File: config.mk
export PLATFORM = sky130hd
export DESIGN_NAME = ramwin_decoder
export DESIGN_NICKNAME = d
export VERILOG_FILES = /design/src/rtl/ramwin_pkg.sv /design/src/rtl/ramwin_seg_match.sv /design/src/rtl/ramwin_classify.sv /design/src/rtl/ramwin_stall.sv /design/src/rtl/ramwin_decoder.sv
export SDC_FILE = /design/constraint.sdc
export NUM_CORES = 1
export LEC_CHECK = 0
export ABC_AREA = 1
export ABC_CLOCK_PERIOD_IN_PS = 850
export CAP_MARGIN = 20
export CORE_MARGIN = 2
export CORE_UTILIZATION = 40
export DETAILED_ROUTE_END_ITERATION = 8
export HOLD_SLACK_MARGIN = 0.15
export PLACE_DENSITY = 0.82
export SKIP_CTS_REPAIR_TIMING = 1
export SLEW_MARGIN = 15
export SYNTH_ARGS = -nofsm -noshare
export SYNTH_HDL_FRONTEND = slang
export SYNTH_SLANG_ARGS = --single-unit
File: constraint.sdc
create_clock -name clk -period 0.85 [get_ports clk]
set_input_delay 0.1275 -clock clk [delete_from_list [all_inputs] [get_ports clk]]
set_output_delay 0.1275 -clock clk [all_outputs]
set_load 0.02 [all_outputs]
File: src/rtl/ramwin_pkg.sv
package ramwin_pkg;

  localparam int WIN_W    = 23;  // 8 MB window offset width
  localparam int MB_SHIFT = 20;  // region granularity: 1 MB
  localparam int SEG_W    = 3;   // segment selector width
  localparam int LAY_W    = 3;   // layout code width
  localparam int MB_W     = 4;   // region size in MB, 0..8

  typedef enum logic [1:0] {
    RW_NONE = 2'd0,
    RW_MEM  = 2'd1,
    RW_HIZ  = 2'd2,
    RW_LOCK = 2'd3
  } rw_class_e;

  typedef struct packed {
    rw_class_e        cls;
    logic             bank;
    logic [WIN_W-1:0] off;
  } rw_result_t;

  // Size of the populated region on the first bank, in MB.
  function automatic logic [MB_W-1:0] mem_mb(input logic [LAY_W-1:0] lay);
    case (lay)
      3'd0, 3'd2:        return 4'd1;
      3'd1, 3'd3:        return 4'd4;
      3'd4, 3'd6:        return 4'd2;
      default:           return 4'd8;
    endcase
  endfunction

  // Size of the high-impedance region on the second bank, in MB.
  function automatic logic [MB_W-1:0] hiz_mb(input logic [LAY_W-1:0] lay);
    case (lay)
      3'd2:    return 4'd1;
      3'd3:    return 4'd4;
      3'd6:    return 4'd2;
      default: return 4'd0;
    endcase
  endfunction

  function automatic logic [WIN_W:0] mb_bytes(input logic [MB_W-1:0] mb);
    return (WIN_W+1)'(mb) << MB_SHIFT;
  endfunction

  function automatic logic [WIN_W:0] mem_limit(input logic [LAY_W-1:0] lay);
    return mb_bytes(mem_mb(lay));
  endfunction

  function automatic logic [WIN_W:0] hiz_limit(input logic [LAY_W-1:0] lay);
    return mb_bytes(mem_mb(lay)) + mb_bytes(hiz_mb(lay));
  endfunction

  function automatic logic is_ram(input rw_class_e c);
    return (c == RW_MEM) || (c == RW_HIZ);
  endfunction

endpackage

File: src/rtl/ramwin_seg_match.sv
module ramwin_seg_match #(
  parameter int               SEG_W = 3,
  parameter int               GAP_W = 6,
  parameter logic [SEG_W-1:0] SEG_A = 3'b000,
  parameter logic [SEG_W-1:0] SEG_B = 3'b100,
  parameter logic [SEG_W-1:0] SEG_C = 3'b101
) (
  input  logic [SEG_W+GAP_W-1:0] upper_i,
  output logic                   in_window_o
);

  logic [SEG_W-1:0] seg;
  logic [GAP_W-1:0] gap;
  logic             seg_hit;

  assign seg = upper_i[SEG_W+GAP_W-1 -: SEG_W];
  assign gap = upper_i[GAP_W-1:0];

  always_comb begin
    seg_hit = (seg == SEG_A) || (seg == SEG_B) || (seg == SEG_C);
    in_window_o = seg_hit && (gap == '0);
  end

endmodule

File: src/rtl/ramwin_classify.sv
module ramwin_classify
  import ramwin_pkg::*;
(
  input  logic             req_i,
  input  logic             in_window_i,
  input  logic             run_i,
  input  logic [LAY_W-1:0] layout_i,
  input  logic [WIN_W-1:0] off_i,
  output rw_result_t       res_o
);

  logic [WIN_W:0] mem_end;
  logic [WIN_W:0] hiz_end;
  logic [WIN_W:0] off_x;

  assign mem_end = mem_limit(layout_i);
  assign hiz_end = hiz_limit(layout_i);
  assign off_x   = {1'b0, off_i};

  always_comb begin
    res_o = '{cls: RW_NONE, bank: 1'b0, off: '0};
    if (req_i && in_window_i) begin
      if (!run_i) begin
        res_o.cls = RW_LOCK;
      end else if (off_x < mem_end) begin
        res_o.cls = RW_MEM;
        res_o.off = off_i;
      end else if (off_x < hiz_end) begin
        res_o.cls  = RW_HIZ;
        res_o.bank = 1'b1;
        res_o.off  = off_i - mem_end[WIN_W-1:0];
      end else begin
        res_o.cls = RW_LOCK;
      end
    end
  end

endmodule

File: src/rtl/ramwin_stall.sv
module ramwin_stall (
  input  logic clk,
  input  logic rst_n,
  input  logic en_i,
  input  logic ram_a_i,
  input  logic ram_b_i,
  output logic stall_o
);

  logic coincide;
  assign coincide = ram_a_i && ram_b_i;

  always_ff @(posedge clk or negedge rst_n) begin
    if (!rst_n) stall_o <= 1'b0;
    else        stall_o <= en_i && coincide;
  end

endmodule

File: src/rtl/ramwin_decoder.sv
module ramwin_decoder
  import ramwin_pkg::*;
#(
  parameter int ADDR_W = 32
) (
  input  logic              clk,
  input  logic              rst_n,
  input  logic [LAY_W-1:0]  cfg_layout_i,
  input  logic              cfg_stall_en_i,
  input  logic              cfg_run_i,
  input  logic              code_req_i,
  input  logic [ADDR_W-1:0] code_addr_i,
  input  logic              data_req_i,
  input  logic [ADDR_W-1:0] data_addr_i,
  output logic [1:0]        code_class_o,
  output logic              code_bank_o,
  output logic [WIN_W-1:0]  code_offset_o,
  output logic              code_err_o,
  output logic [1:0]        data_class_o,
  output logic              data_bank_o,
  output logic [WIN_W-1:0]  data_offset_o,
  output logic              data_err_o,
  output logic              stall_o
);

  localparam int NPORT = 2;  // 0: code, 1: data
  localparam int UP_W  = ADDR_W - WIN_W;
  localparam int GAP_W = UP_W - SEG_W;

  logic              req       [NPORT];
  logic [ADDR_W-1:0] addr      [NPORT];
  logic              in_window [NPORT];
  rw_result_t        res_d     [NPORT];
  rw_result_t        res_q     [NPORT];
  logic              err_q     [NPORT];
  logic              ram_hit   [NPORT];

  assign req[0]  = code_req_i;
  assign addr[0] = code_addr_i;
  assign req[1]  = data_req_i;
  assign addr[1] = data_addr_i;

  for (genvar p = 0; p < NPORT; p++) begin : g_port
    ramwin_seg_match #(
      .SEG_W (SEG_W),
      .GAP_W (GAP_W)
    ) u_seg (
      .upper_i     (addr[p][ADDR_W-1:WIN_W]),
      .in_window_o (in_window[p])
    );

    ramwin_classify u_cls (
      .req_i       (req[p]),
      .in_window_i (in_window[p]),
      .run_i       (cfg_run_i),
      .layout_i    (cfg_layout_i),
      .off_i       (addr[p][WIN_W-1:0]),
      .res_o       (res_d[p])
    );

    assign ram_hit[p] = is_ram(res_d[p].cls);

    always_ff @(posedge clk or negedge rst_n) begin
      if (!rst_n) begin
        res_q[p] <= '{cls: RW_NONE, bank: 1'b0, off: '0};
        err_q[p] <= 1'b0;
      end else begin
        res_q[p] <= res_d[p];
        err_q[p] <= (res_d[p].cls == RW_LOCK);
      end
    end

    // a halted block locks any in-window request
    p_halt_locks_r7: assert property (@(posedge clk) disable iff (!rst_n)
      $past(req[p] && in_window[p] && !cfg_run_i) |-> res_q[p].cls == RW_LOCK);

    // a memory hit never points past the populated region
    p_mem_offset_in_range_r4: assert property (@(posedge clk) disable iff (!rst_n)
      res_q[p].cls == RW_MEM |-> {1'b0, res_q[p].off} < mem_limit($past(cfg_layout_i)));

    // no request, no result
    p_idle_none_r8: assert property (@(posedge clk) disable iff (!rst_n)
      !$past(req[p]) |-> res_q[p].cls == RW_NONE);

    // error only with a locked result, and a locked result selects nothing
    p_err_locked_r6: assert property (@(posedge clk) disable iff (!rst_n)
      err_q[p] |-> (res_q[p].cls == RW_LOCK && !res_q[p].bank && res_q[p].off == '0));

    // high-Z always uses the second bank
    p_hiz_bank_r5: assert property (@(posedge clk) disable iff (!rst_n)
      res_q[p].cls == RW_HIZ |-> res_q[p].bank);
  end

  ramwin_stall u_stall (
    .clk     (clk),
    .rst_n   (rst_n),
    .en_i    (cfg_stall_en_i),
    .ram_a_i (ram_hit[0]),
    .ram_b_i (ram_hit[1]),
    .stall_o (stall_o)
  );

  // a stall implies both registered results landed in RAM
  p_stall_both_ram_r9: assert property (@(posedge clk) disable iff (!rst_n)
    stall_o |-> (is_ram(res_q[0].cls) && is_ram(res_q[1].cls)));

  // no stall when stalling was disabled
  p_stall_gated_r9: assert property (@(posedge clk) disable iff (!rst_n)
    !$past(cfg_stall_en_i) |-> !stall_o);

  assign code_class_o  = res_q[0].cls;
  assign code_bank_o   = res_q[0].bank;
  assign code_offset_o = res_q[0].off;
  assign code_err_o    = err_q[0];
  assign data_class_o  = res_q[1].cls;
  assign data_bank_o   = res_q[1].bank;
  assign data_offset_o = res_q[1].off;
  assign data_err_o    = err_q[1];

endmodule

==> results by group <==
Run status
  – Outcome: finished with violations
  – Failing checks: setup timing

Die
  – Row cnt: 28
  – Die Ht: just over 80 µm
  – Area of the core: around 6000 µm²
  – Die area: roughly 6700 µm²
  – Starting Density: between 40% and 50%
  – Die Span X: 81.6 µm
  – Number of I/O pins: 128

Yosys
  – Syn Nets: between 300 and 400
  – Count of state elements after synthesis: 55
  – Async SR Flop Fraction: 100%
  – Sequential cell area fraction in the yosys report: around 57%
  – Ys flop type: dfrtp_1
  – Post-synth EDFFs: 0
  – Yosys top cell area share: between 50 and 60%
  – Most frequent cell after synthesis: nand2_1
  – Synthesized area: about 2400 µm²
  – Yosys warnings: 0
  – Yosys top cell by area: dfrtp_1
  – Ranking of synthesized cells by area: dfrtp_1 57%, nand2_1 11%, nor2_1 8.7%, ha_1 5.2%, inv_1 3.9%
  – Syn avg cell area: roughly 9 µm²
  – Synth cell count leaders: 69 x nand2_1, 56 x nor2_1, 55 x dfrtp_1
  – Gate Count Post-Synth: between 200 and 300
  – Netlist cell types: 20

Power and ir drop
  – P per Cell Area: 1260 nW/µm²
  – Peak VDD IR: slightly above 900 µV
  – Leakage: approximately 0.0023 µW

Setup path
  – Cell family with most CP delay: adder cells
  – Setup crit start: cfg_layout_i[2]
  – Setup Crit Path Kind: input pin to register
  – Instance count on the critical path: 15
  – CP max stage cell: fa_1
  – Critical path buffers and inverters: 5
  – Critical-path maximum fanout: 4
  – Slowest cell delay on critical path: 500 ps
  – Crit path cell chain: buf_4 > nor2_4 > inv_2 > nor2_1 > inv_1 > fa_1 > ha_1 > inv_2 > nor2_4 > a21oi_4 > nand3_2 > nand2_1 > inv_2 > ha_4 > and3_4
  – Worst endpoint required time: approximately 1100 ps
  – CP Launch Type: input pin
  – Crit-path most repeated cell: inv_2
  – Critical path endpoint: u_stall.stall_o
  – Arr. time, crit path: 2300 ps
  – Setup crit end kind: register

Cells and area
  – Nets@finish: roughly 530
  – Area Growth Syn to Fin: 86.9%
  – Layout filler cell count: approximately 390
  – Share of post-route cells with drive strength above 1: around a third
  – ANT cells: 0

Clocking
  – CTS tree: yes
  – Clock transition at path regs: ~90 ps
  – TritonCTS Sinks: 55
  – CTS Root Cell: clkbuf_8
  – Clock Path Buffers: 2
  – CTS Buf Count: 5
  – H-tree levels: 2

Timing
  – Worst-Margin Slew: 286 ps
  – Relative slew slack: approximately 80%
  – Minimum clock period: between 2000 and 2500 ps
  – Final WS setup: -1200 ps
  – Fmax: between 400 and 500 MHz
  – Fin. max-slew vios: 0
  – Hold WS: approximately 350 ps
  – TNS Setup: -59,670 ps
  – Setup-failing EPs final: 110
  – Unrepaired setup endpoints after global routing: yes
  – Hold violation count in the final report: 0
  – Crit share post-route: 241%

Global route
  – Initial antenna violation count: 0
  – Vias in the first global route: about 2,100
  – Gr ovfl total: 0
  – Global Route Usage Sum: between 10% and 20%
  – Pin count of the biggest net entering global routing: 56
  – First-pass GRT wire length: around 9.1 mm

Place
  – Post-DP HPWL: roughly 5 mm
  – Port Buffer Count: between 100 and 150
  – RePlAce Congestion: between 0.8 and 0.9

Job
  – MaxCap Viol Count: 0

Route
  – Post-route DRC: 0
  – Post-Route WL: between 6 and 7 mm
  – DRT iter0 DRCs: 91
  – Post-route ant nets: 0
  – Avg WL per Cell: ~13 µm
  – Vias: about 2,300
  – Initial DRT Pass Iterations: 4
  – Via/cell ratio: 4.54

Min path
  – Hold Path Class: input pin to register
-- placed cells by master (no fill, tap or decap), types with 2 or more instances in the layout --
cell / Yosys / layout
clkdlybuf4s50_1: 0 / 66
nand2_1: 69 / 64
buf_6: 0 / 64
dfrtp_1: 55 / 55
nor2_1: 56 / 53
buf_4: 4 / 39
inv_1: 25 / 14
inv_2: 3 / 13
nand3_1: 11 / 9
nand4_1: 7 / 7
nor2_4: 0 / 6
ha_1: 10 / 6
clkbuf_8: 0 / 6
nand2_2: 0 / 5
ha_4: 0 / 3
dlygate4sd3_1: 0 / 3
dlymetal6s2s_1: 0 / 3
a21oi_4: 2 / 2
nand3_2: 0 / 2
nand3b_1: 2 / 2
a21oi_2: 0 / 2
o21a_1: 2 / 2
fa_2: 0 / 2
buf_12: 0 / 2
-- sequential cells by signal, summed over array words and instances, names as in the netlist --
name,count
u_stall.stall_o,1
code_offset_o,23
data_offset_o,23
code_class_o,2
code_bank_o,1
code_err_o,1
data_bank_o,1
data_class_o,2
data_err_o,1
-- report_power, final --
| part | leakage, µW | switching (µW) | internal (µW) | total, µW |
|---|---|---|---|---|
| Combinational | 0.00142 | 583 | 709 | 1290 |
| Sequential | 0.000769 | 0.988 | 2620 | 2620 |
| Clock | 0.0000612 | 793 | 953 | 1750 |
| Total | 0.00225 | 1380 | 4280 | 5660 |
-- metrics by stage --
stage	setup WS [ps]	std cells	total power [µW]	util, %	cell area, µm²
final	-1200	517	5660	76.5	4500
after global routing	-1310	517	5910	76.5	4500
after CTS	-1690	502	5450	70.9	4170
after detailed placement	-2010	494	3720	68.9	4050
after global placement	-1930	494	3690	68.9	4050
after floorplan	-1280	263	3070	-	2440
-- layer usage --
layer | vias to the layer above | global-route usage (%) | part of all wire (%)
met1 | 1077 | 20.3 | 39
li1 | 1165 | - | -
met4 | 0 | 6.33 | 1.8
met3 | 10 | 2.86 | 5.5
met2 | 94 | 33.9 | 54
met5 | - | 0 | 0
-- cells by family (layout without fill, tap and decap cells) --
logic type,after synthesis,count (layout),synth area share (%)
xor gates and xnor gates,1,1,0.364
DFF,55,55,57.1
AOI/OAI and AO/OA,9,9,3.12
buffers and inverters,36,215,6.44
and+or+nand+nor,149,149,25.2
adders and majority gates,13,13,7.69
-- area by class of cell --
cell class / count / area (µm²) / area share, %
Clock buffer: 6 / 82.6 / 1.83
Multi-Input combinational cell: 172 / 998 / 22.2
Inverter: 28 / 113 / 2.50
Sequential cell: 55 / 1380 / 30.6
Clock inverter: 2 / 35.0 / 0.778
Timing Repair Buffer: 179 / 1800 / 40.0
Tap cell: 75 / 93.8 / 2.09
-- worst min path at each step --
stage	from	to	cells after the start
2_1_floorplan	rst_n	code_bank_o	0
3_3_place_gp	rst_n	data_offset_o[19]	2
3_5_place_dp	rst_n	data_offset_o[16]	2
4_1_cts	rst_n	data_offset_o[18]	2
5_1_grt	code_addr_i[8]	code_offset_o[8]	3
6_report	data_addr_i[19]	data_offset_o[19]	3
Note: power is estimated with default switching activity, not from simulation.
